### src/rtl/thf_pkg.sv
package thf_pkg;
  typedef enum logic [1:0] {
    ZONE_HOLD = 2'd0,
    ZONE_HOT  = 2'd1,
    ZONE_COOL = 2'd2
  } thf_zone_e;
endpackage

### src/rtl/thf_threshold.sv
module thf_threshold #(
  parameter int TEMP_W      = 9,
  parameter int DEFAULT_THR = 125
) (
  input  logic              clk,
  input  logic              rst,
  input  logic              reg_ctrl,
  input  logic [TEMP_W-1:0] reg_thresh,
  output logic [TEMP_W-1:0] thr_eff
);
  localparam logic [TEMP_W-1:0] DEF_T = TEMP_W'(DEFAULT_THR);

  logic [TEMP_W-1:0] thr_sel;

  // Only lowering is allowed; anything above the default is clamped.
  always_comb begin
    thr_sel = DEF_T;
    if (reg_ctrl && (reg_thresh < DEF_T))
      thr_sel = reg_thresh;
  end

  always_ff @(posedge clk) begin
    if (rst) thr_eff <= DEF_T;
    else     thr_eff <= thr_sel;
  end
endmodule

### src/rtl/thf_zone.sv
module thf_zone
  import thf_pkg::*;
#(
  parameter int TEMP_W     = 9,
  parameter int HYST       = 2,
  parameter int HARD_LIMIT = 160
) (
  input  logic              clk,
  input  logic              rst,
  input  logic              temp_valid,
  input  logic [TEMP_W-1:0] temp_data,
  input  logic [TEMP_W-1:0] thr_eff,
  output thf_zone_e         zone,
  output logic              hard_trip
);
  localparam int            EXT_W = TEMP_W + 1;
  localparam logic [EXT_W-1:0] HYST_X = EXT_W'(HYST);
  localparam logic [TEMP_W-1:0] HARD_T = TEMP_W'(HARD_LIMIT);

  logic [TEMP_W-1:0] temp_q;
  logic [EXT_W-1:0]  temp_plus_h;

  always_ff @(posedge clk) begin
    if (rst)             temp_q <= '0;
    else if (temp_valid) temp_q <= temp_data;
  end

  always_ff @(posedge clk) begin
    if (rst) hard_trip <= 1'b0;
    else     hard_trip <= (temp_q > HARD_T);
  end

  // Compare temp + hyst < thr to avoid an underflow of thr - hyst.
  assign temp_plus_h = {1'b0, temp_q} + HYST_X;

  always_comb begin
    if (temp_q > thr_eff)
      zone = ZONE_HOT;
    else if (temp_plus_h < {1'b0, thr_eff})
      zone = ZONE_COOL;
    else
      zone = ZONE_HOLD;
  end
endmodule

### src/rtl/thf_interval.sv
module thf_interval #(
  parameter int STEP_CYCLES = 50000
) (
  input  logic clk,
  input  logic rst,
  output logic tick
);
  localparam int CNT_W = (STEP_CYCLES > 1) ? $clog2(STEP_CYCLES) : 1;
  localparam logic [CNT_W-1:0] LAST = CNT_W'(STEP_CYCLES - 1);

  logic [CNT_W-1:0] cnt;

  assign tick = (cnt == LAST);

  always_ff @(posedge clk) begin
    if (rst || tick) cnt <= '0;
    else             cnt <= cnt + 1'b1;
  end
endmodule

### src/rtl/thf_ramp.sv
module thf_ramp
  import thf_pkg::*;
#(
  parameter int ATT_W   = 6,
  parameter int ATT_MAX = 48
) (
  input  logic             clk,
  input  logic             rst,
  input  logic             tick,
  input  thf_zone_e        zone,
  output logic [ATT_W-1:0] atten_code,
  output logic             fold_active
);
  localparam logic [ATT_W-1:0] MAX_C = ATT_W'(ATT_MAX);

  logic [ATT_W-1:0] att_nxt;

  always_comb begin
    att_nxt = atten_code;
    if (tick) begin
      unique case (zone)
        ZONE_HOT:  if (atten_code < MAX_C) att_nxt = atten_code + 1'b1;
        ZONE_COOL: if (atten_code != '0)   att_nxt = atten_code - 1'b1;
        default:   att_nxt = atten_code;
      endcase
    end
  end

  always_ff @(posedge clk) begin
    if (rst) begin
      atten_code  <= '0;
      fold_active <= 1'b0;
    end else begin
      atten_code  <= att_nxt;
      fold_active <= (att_nxt != '0);
    end
  end
endmodule

### src/rtl/thermfold_ctrl.sv
module thermfold_ctrl
  import thf_pkg::*;
#(
  parameter int TEMP_W      = 9,
  parameter int ATT_W       = 6,
  parameter int ATT_MAX     = 48,
  parameter int STEP_CYCLES = 50000,
  parameter int DEFAULT_THR = 125,
  parameter int HARD_LIMIT  = 160,
  parameter int HYST        = 2
) (
  input  logic              clk,
  input  logic              rst,
  input  logic              temp_valid,
  input  logic [TEMP_W-1:0] temp_data,
  input  logic              reg_ctrl,
  input  logic [TEMP_W-1:0] reg_thresh,
  output logic [ATT_W-1:0]  atten_code,
  output logic              fold_active,
  output logic              hard_trip
);
  logic [TEMP_W-1:0] thr_eff;
  thf_zone_e         zone;
  logic              tick;

  thf_threshold #(.TEMP_W(TEMP_W), .DEFAULT_THR(DEFAULT_THR)) u_thr (
    .clk(clk), .rst(rst), .reg_ctrl(reg_ctrl), .reg_thresh(reg_thresh),
    .thr_eff(thr_eff)
  );

  thf_zone #(.TEMP_W(TEMP_W), .HYST(HYST), .HARD_LIMIT(HARD_LIMIT)) u_zone (
    .clk(clk), .rst(rst), .temp_valid(temp_valid), .temp_data(temp_data),
    .thr_eff(thr_eff), .zone(zone), .hard_trip(hard_trip)
  );

  thf_interval #(.STEP_CYCLES(STEP_CYCLES)) u_int (
    .clk(clk), .rst(rst), .tick(tick)
  );

  thf_ramp #(.ATT_W(ATT_W), .ATT_MAX(ATT_MAX)) u_ramp (
    .clk(clk), .rst(rst), .tick(tick), .zone(zone),
    .atten_code(atten_code), .fold_active(fold_active)
  );
endmodule

### config.mk
export PLATFORM = sky130hd
export DESIGN_NAME = thermfold_ctrl
export DESIGN_NICKNAME = d
export VERILOG_FILES = /design/src/rtl/thf_pkg.sv /design/src/rtl/thf_threshold.sv /design/src/rtl/thf_zone.sv /design/src/rtl/thf_interval.sv /design/src/rtl/thf_ramp.sv /design/src/rtl/thermfold_ctrl.sv
export SDC_FILE = /design/constraint.sdc
export NUM_CORES = 1
export LEC_CHECK = 0
export CAP_MARGIN = 20
export CORE_ASPECT_RATIO = 0.5
export CORE_UTILIZATION = 49
export DETAILED_ROUTE_END_ITERATION = 8
export PLACE_DENSITY = 0.71
export SLEW_MARGIN = 30
export SYNTH_ARGS = -nofsm -noshare
export SYNTH_HDL_FRONTEND = slang
export SYNTH_HIERARCHICAL = 1
export SYNTH_SLANG_ARGS = --single-unit
### constraint.sdc
create_clock -name clk -period 3.7 [get_ports clk]
set_input_delay 0.74 -clock clk [delete_from_list [all_inputs] [get_ports clk]]
set_output_delay 0.74 -clock clk [all_outputs]
set_load 0.01 [all_outputs]
==> reports/summary.txt, run 1 <==
initial antenna violation count -> 0
Worst Max-Slew Pin Slew -> 507 ps
global route overflow -> 0
Critical Path Fanout Max -> 9
Cells after Synth -> 290
ANT cells -> 0
Starting DRT DRC Count -> 152
largest net degree at the start of global routing -> 16
final non-filler cell area -> 3110 um^2
CP required -> 3920 ps
vias -> 2140
row count -> 18
CTS Root Cell -> clkbuf_8
sum of negative setup slack -> 0 ps
fin nets -> 372
initial core utilization -> 51.5%
remaining antenna violation count after routing -> 0
Core ar. -> 4980 um^2
Die Height -> 53.1 um
share of cells above drive strength 1 -> 12.5%
drt drc -> 0
sequential area share after synthesis -> 32.8%
Critical Path Start Type -> flop
Leak -> 0.00128 uW
Vias/cell -> 5.39
Pwr per Cell Area -> 290 nW/um^2
CP dominant cell by count -> ha_1
Critical Path, Cell by Cell -> ha_1, nand3_1, nor2_2, xor2_1, ha_1, a21oi_1, o22ai_1, a311o_1, a211oi_2, ha_1, nor2b_2, buf_4, a31oi_2, o22ai_1, a31oi_2, a41oi_2
Filler cells -> 429
CP endpoint kind -> flop
gr usage total -> 20.8%
Rel. slew slack -> 66.1%
Worst EP arrival -> 3810 ps
yosys warns -> 6
clk slew on worst S/H paths -> 80 ps
Post-synth EDFFs -> 0
Synth Cell Area -> 2560 um^2
clock latency on the worst-skew pair -> 290 ps
period utilisation layout -> 97.0%
fmax -> 279 MHz
Cell Area, Placed -> 2940 um^2
first-pass GRT wire length -> 8.89 mm
Die ar. -> 5540 um^2
CP Class -> flop to flop
Synth Flop Type -> dfxtp_1
MaxCap Viol Count -> 0
1st-pass router iterations -> 4
Final setup viols -> 0
vias in the first global route -> 2028
area growth from synthesis to layout -> 21.4%
clk buf depth -> 2
H-Tree Level Count -> 2
Layout Cells excl Fill -> 397
worst hold path type -> flop to flop
Post-synth ARST share -> 0%
status -> finished clean
fin. max-slew vios -> 0
average cell area after synthesis -> 8.84 um^2
Die Wd -> 104 um
Period minus WS final -> 3590 ps
placed cells -> 387
slowest CP cell -> dfxtp_4
Yosys cell types -> 62
TritonCTS Sinks -> 42
Final Routed Wirelength -> 5.49 mm
Max stage delay on crit path -> 390 ps
routability cong. -> 0.891
port bufs -> 29
maximum VDD drop -> 0.000197 V
clock skew -> 7.11 ps
post-detail-place hpwl -> 4.17 mm
Hold Vio Cnt, Final -> 0
total CTS buffers -> 5
#FFs+latches synth -> 42
Post-Route Utilization -> 62.5%
CTS tree -> yes
post-DR wirelength/cell -> 13.8 um
# IOs -> 30
[flip-flops by register name (all words and copies together) (netlist names)]
| name | count |
|---|---|
| u_int/cnt | 16 |
| u_thr/thr_eff | 9 |
| u_zone/temp_q | 9 |
| u_ramp/atten_code | 6 |
| u_ramp/fold_active | 1 |
| u_zone/hard_trip | 1 |
[layout make-up]
| class | count | area, um^2 | share of cell area, % |
|---|---|---|---|
| Tap cell | 70 | 87.6 | 2.81 |
| Clock buffer | 6 | 82.6 | 2.65 |
| Multi-Input combinational cell | 216 | 1640 | 52.7 |
| Timing Repair Buffer | 37 | 350 | 11.3 |
| Sequential cell | 42 | 848 | 27.3 |
| Clock inverter | 2 | 12.5 | 0.402 |
| Inverter | 24 | 90.1 | 2.90 |
[critical path, delay by kind of cell (launching register included)]
kind	cells	cell delay (ps)
AND/OR/NAND/NOR	3	460
adder cells (fa/ha/maj)	3	770
XOR/XNOR	1	190
buffers and inverters	1	190
flip-flops	1	390
AO/OA/AOI/OAI	8	1530
[per-stage QoR]
step                      hold slack (ps)  setup slack, ps  power (uW)
final                                 464              112         903
after global routing                  498            -72.3         957
after CTS                             468             5.84         911
after detailed placement              450             11.0         604
after global placement                442              199         600
after floorplan                       430              279         557
[placed cells by master, fill, tap and decap left out, drive strengths merged, types with 9 or more instances in the layout]
| cell | n |
|---|---|
| clkdlybuf4s50 | 29 |
| nand2 | 13 |
| nand4 | 9 |
| dfxtp | 42 |
| nor3 | 10 |
| inv | 24 |
| mux2i | 10 |
| ha | 24 |
| nand3 | 10 |
| xnor2 | 17 |
| nor2 | 38 |
[kinds of logic (layout without fill, tap and decap cells)]
logic type      count (synthesis)  count (layout)  share of synthesized area (%)
compound gates                 44              44                           13.6
simple gates                  116             116                           25.5
fa+ha+maj                      24              24                           11.7
flops                          42              42                           32.8
mux                            10              10                           3.91
buf+inv                        33              69                           5.52
xor+xnor                       20              20                           6.84
other cells                     1               2                          0.146
[layer usage]
layer	track usage, %	up-vias	share of wire [%]
met3	5.30	7	4.6
li1	-	1093	-
met4	8.57	0	1.1
met1	22.7	992	45
met5	0	-	0
met2	39.8	48	50
[Yosys cell counts, types with 3 or more instances]
master     n  area, um^2
dfxtp_1   42         841
nor2_1    37         139
ha_1      24         300
inv_1     24        90.1
xnor2_1   17         149
nand2_1   13        48.8
mux2i_1   10         100
nand3_1   10        50.1
a21oi_1    8        40.0
nand4_1    8        50.1
nor3_1     8        40.0
buf_2      5        25.0
nand2b_1   5        31.3
nor4_1     5        31.3
a31oi_1    4        25.0
nor2b_1    4        25.0
o21ai_0    4        20.0
a21boi_0   3        22.5
o211ai_1   3        22.5
o22ai_1    3        18.8
xor2_1     3        26.3
[path summary, 6_finish.rpt]
path	start	endpoint	slack, ps	cells past startpoint
max	u_zone/temp_q[1]	u_ramp/fold_active	110	16
min	u_int/cnt[0]	u_int/cnt[0]	460	1
max reg2reg	u_zone/temp_q[1]	u_ramp/fold_active	110	16
min reg2reg	u_int/cnt[0]	u_int/cnt[0]	460	1
[power breakdown]
group,switching (uW),internal [uW],leakage [uW]
sequential,14.3,464,0.000344
clock,156,150,0.0000472
combinational,56.2,62.3,0.000888
[what timing repair did]
action                     CTS  global route
resized for setup            0            16
hold buffers                 0             0
setup endpoints to repair    0             6
buffers inserted             0             2
Power figures use the tool's default switching activity.
==> run 2, diff against run 1 <==
- CELL_PAD_IN_SITES_DETAIL_PLACEMENT: unset -> 0
- CELL_PAD_IN_SITES_GLOBAL_PLACEMENT: unset -> 1
- CORE_UTILIZATION: 49 -> 43
- PLACE_DENSITY: 0.71 -> unset
- PLACE_DENSITY_LB_ADDON: unset -> 0.1
==> run 2 against run 1 <==
  * The run now ends with DRC left
  * First-iteration DRC count grew 32%
  * Flip-flop and latch count is the same
  * Utilization shrank 5.9 points
  * Combinational power is essentially flat
  * Count of clock-buffer cells in the layout grew 1
  * Total power grew 11%
  * Design area grew 2.2%
  * Sequential share of layout area shrank 0.50 points
  * Via count shrank 0.19%
  * Die area grew 14%
  * Cell count grew 0.50%
==> reports/summary.txt, run 2 (same netlist as run 1, synthesis figures left out) <==
gr usage total -> 18.1% (-2.7 points)
Vias/cell -> 5.35 (-0.69%)
R2R depth -> 15 (-1)
Core ar. -> 5610 um^2 (+13%)
area growth from synthesis to layout -> 24.1%
row count -> 19 (+1)
routability cong. -> 0.886 (-0.58%)
Worst EP arrival -> 3750 ps (-60 ps)
fin nets -> 372 (unchanged)
sum of negative setup slack -> 0 ps (unchanged)
Power Total -> 1000 uW (+11%)
violated checks -> DRC
initial antenna violation count -> 0 (unchanged)
1st-pass router iterations -> 6 (+2)
Starting DRT DRC Count -> 201 (+32%)
post-DR wirelength/cell -> 13.8 um (-0.37%)
Worst Hold Depth -> 1 (unchanged)
fmax -> 282 MHz (+1.0%)
Die ar. -> 6290 um^2 (+14%)
TritonCTS Sinks -> 42 (unchanged)
combined area of the multi-input logic cells -> 1660 um^2 (+1.2%)
register area -> 851 um^2 (+0.29%)
Final setup viols -> 0 (unchanged)
Rel. slew slack -> 64.3% (-1.8 points)
Logic pwr share -> 12.1% (-1.0 points)
Switch Pwr -> 228 uW (+0.96%)
clk buf depth -> 2 (unchanged)
Hold Vio Cnt, Final -> 0 (unchanged)
Final Routed Wirelength -> 5.49 mm (+0.13%)
Die Wd -> 111 um (+6.6%)
worst hold path type -> flop to flop
post-detail-place hpwl -> 4.05 mm (-2.7%)
Filler cells -> 519 (+21%)
Critical Path Start Type -> flop
total CTS buffers -> 5 (unchanged)
clk slew on worst S/H paths -> 60 ps (-20 ps)
vias in the first global route -> 2005 (-1.1%)
Internal Pwr Total -> 776 uW (+15%)
commonest cells after routing, fill and taps aside -> 38 x dfxtp_1, 36 x nor2_1, 29 x clkdlybuf4s50_1, 24 x inv_1, 22 x ha_1
first-pass GRT wire length -> 9.02 mm (+1.5%)
Hold Buf Count CTS -> 0 (unchanged)
# IOs -> 30 (unchanged)
Largest Register -> u_int/cnt
CTS Root Cell -> clkbuf_16
drt drc -> 6 (+6)
status -> complete, but fails checks
vias -> 2136 (-0.19%)
Worst Max-Slew Pin Slew -> 533 ps (+26.3 ps)
Clk pwr share -> 40.1% (+6.3 points)
Leak -> 0.00128 uW (+0.46%)
MaxCap Viol Count -> 0 (unchanged)
largest registers -> u_int/cnt x16, u_thr/thr_eff x9, u_zone/temp_q x9
remaining antenna violation count after routing -> 0 (unchanged)
largest net degree at the start of global routing -> 16 (unchanged)
CP Class -> flop to flop
Sw Share -> 22.7% (-2.3 points)
period utilisation layout -> 96.0% (-1.0 points)
fin. max-slew vios -> 0 (unchanged)
port bufs -> 29 (unchanged)
CTS tree -> yes
global route overflow -> 0 (unchanged)
clock latency on the worst-skew pair -> 280 ps (about the same)
H-Tree Level Count -> 2 (unchanged)
maximum VDD drop -> 0.000176 V (-10%)
Die Height -> 56.6 um (+6.5%)
ANT cells -> 0 (unchanged)
worst hold slack -> 459 ps (-5.26 ps)
Period minus WS final -> 3550 ps (-37.1 ps)
initial core utilization -> 45.7% (-5.8 points)
Largest register FFs -> 16 (unchanged)
leading cell type in the layout, fill and taps excluded -> dfxtp_1
share of cells above drive strength 1 -> 14.7% (+2.2 points)
Pwr per Cell Area -> 316 nW/um^2 (+9.0%)
Critical Path Fanout Max -> 6 (-3)
CP required -> 3900 ps (-20 ps)
clock skew -> 4.11 ps (-3.00 ps)
Flop pwr share -> 47.8% (-5.2 points)
CP endpoint kind -> flop
## run 2: stage by stage
step	cells	util, %	setup slack, ps	instance area [um^2]
after floorplan	291	-	279	2570
after global placement	389	52.3	134	2930
after detailed placement	389	52.3	34.4	2930
after CTS	396	54.7	19.1	3070
after global routing	399	56.7	-7.42	3180
final	399	56.7	149	3180
## run 2: worst paths after layout
check | from | endpoint | slack (ps)
worst max register to register | u_zone/temp_q[2] | u_ramp/fold_active | 150
worst min-delay path | u_int/cnt[0] | u_int/cnt[0] | 460
worst min register to register | u_int/cnt[0] | u_int/cnt[0] | 460
worst max-delay path | u_zone/temp_q[2] | u_ramp/fold_active | 150
## run 2: layout make-up
class,instances,share of cell area (%)
Inverter,24,2.83
Sequential cell,42,26.8
Tap cell,73,2.87
Clock buffer,7,4.17
Timing Repair Buffer,37,11.1
Multi-Input combinational cell,216,52.2
## run 2: critical path, cell delays in order, from the launching register on
cell and delay (ps):
dfxtp_4 370, and3_4 180, nand3_2 80, or2_2 310
xnor2_1 130, ha_1 340, nand3_2 100, o22ai_1 80
a311o_1 290, a211oi_2 270, ha_1 340, nand3b_1 220
or2_1 250, o221ai_2 220, a311oi_2 80, a41oi_2 200
## run 2: power by group through the flow
| stage | clock [uW] | combinational [uW] | sequential, uW |
|---|---|---|---|
| 4_1_cts | 417 | 115 | 480 |
| 3_5_place_dp | 0 | 114 | 490 |
| 3_3_place_gp | 0 | 113 | 490 |
| 2_1_floorplan | 0 | 70.2 | 486 |
| 5_1_grt | 432 | 136 | 482 |
| 6_report | 403 | 121 | 481 |
## run 2: metal layers
layer / global-route usage (%) / part of all wire, %
met5: 0 / 0
met4: 4.83 / 0.44
met3: 6.16 / 4.9
met2: 31.5 / 48
met1: 21.5 / 47
## run 2: repair_timing
item                                    4_1_cts  5_1_grt
gates resized for setup                       1       25
endpoints found under the setup margin        1        7
endpoints found under the hold margin         0        0
setup buffers                                 0        3
pin swaps                                     0       14
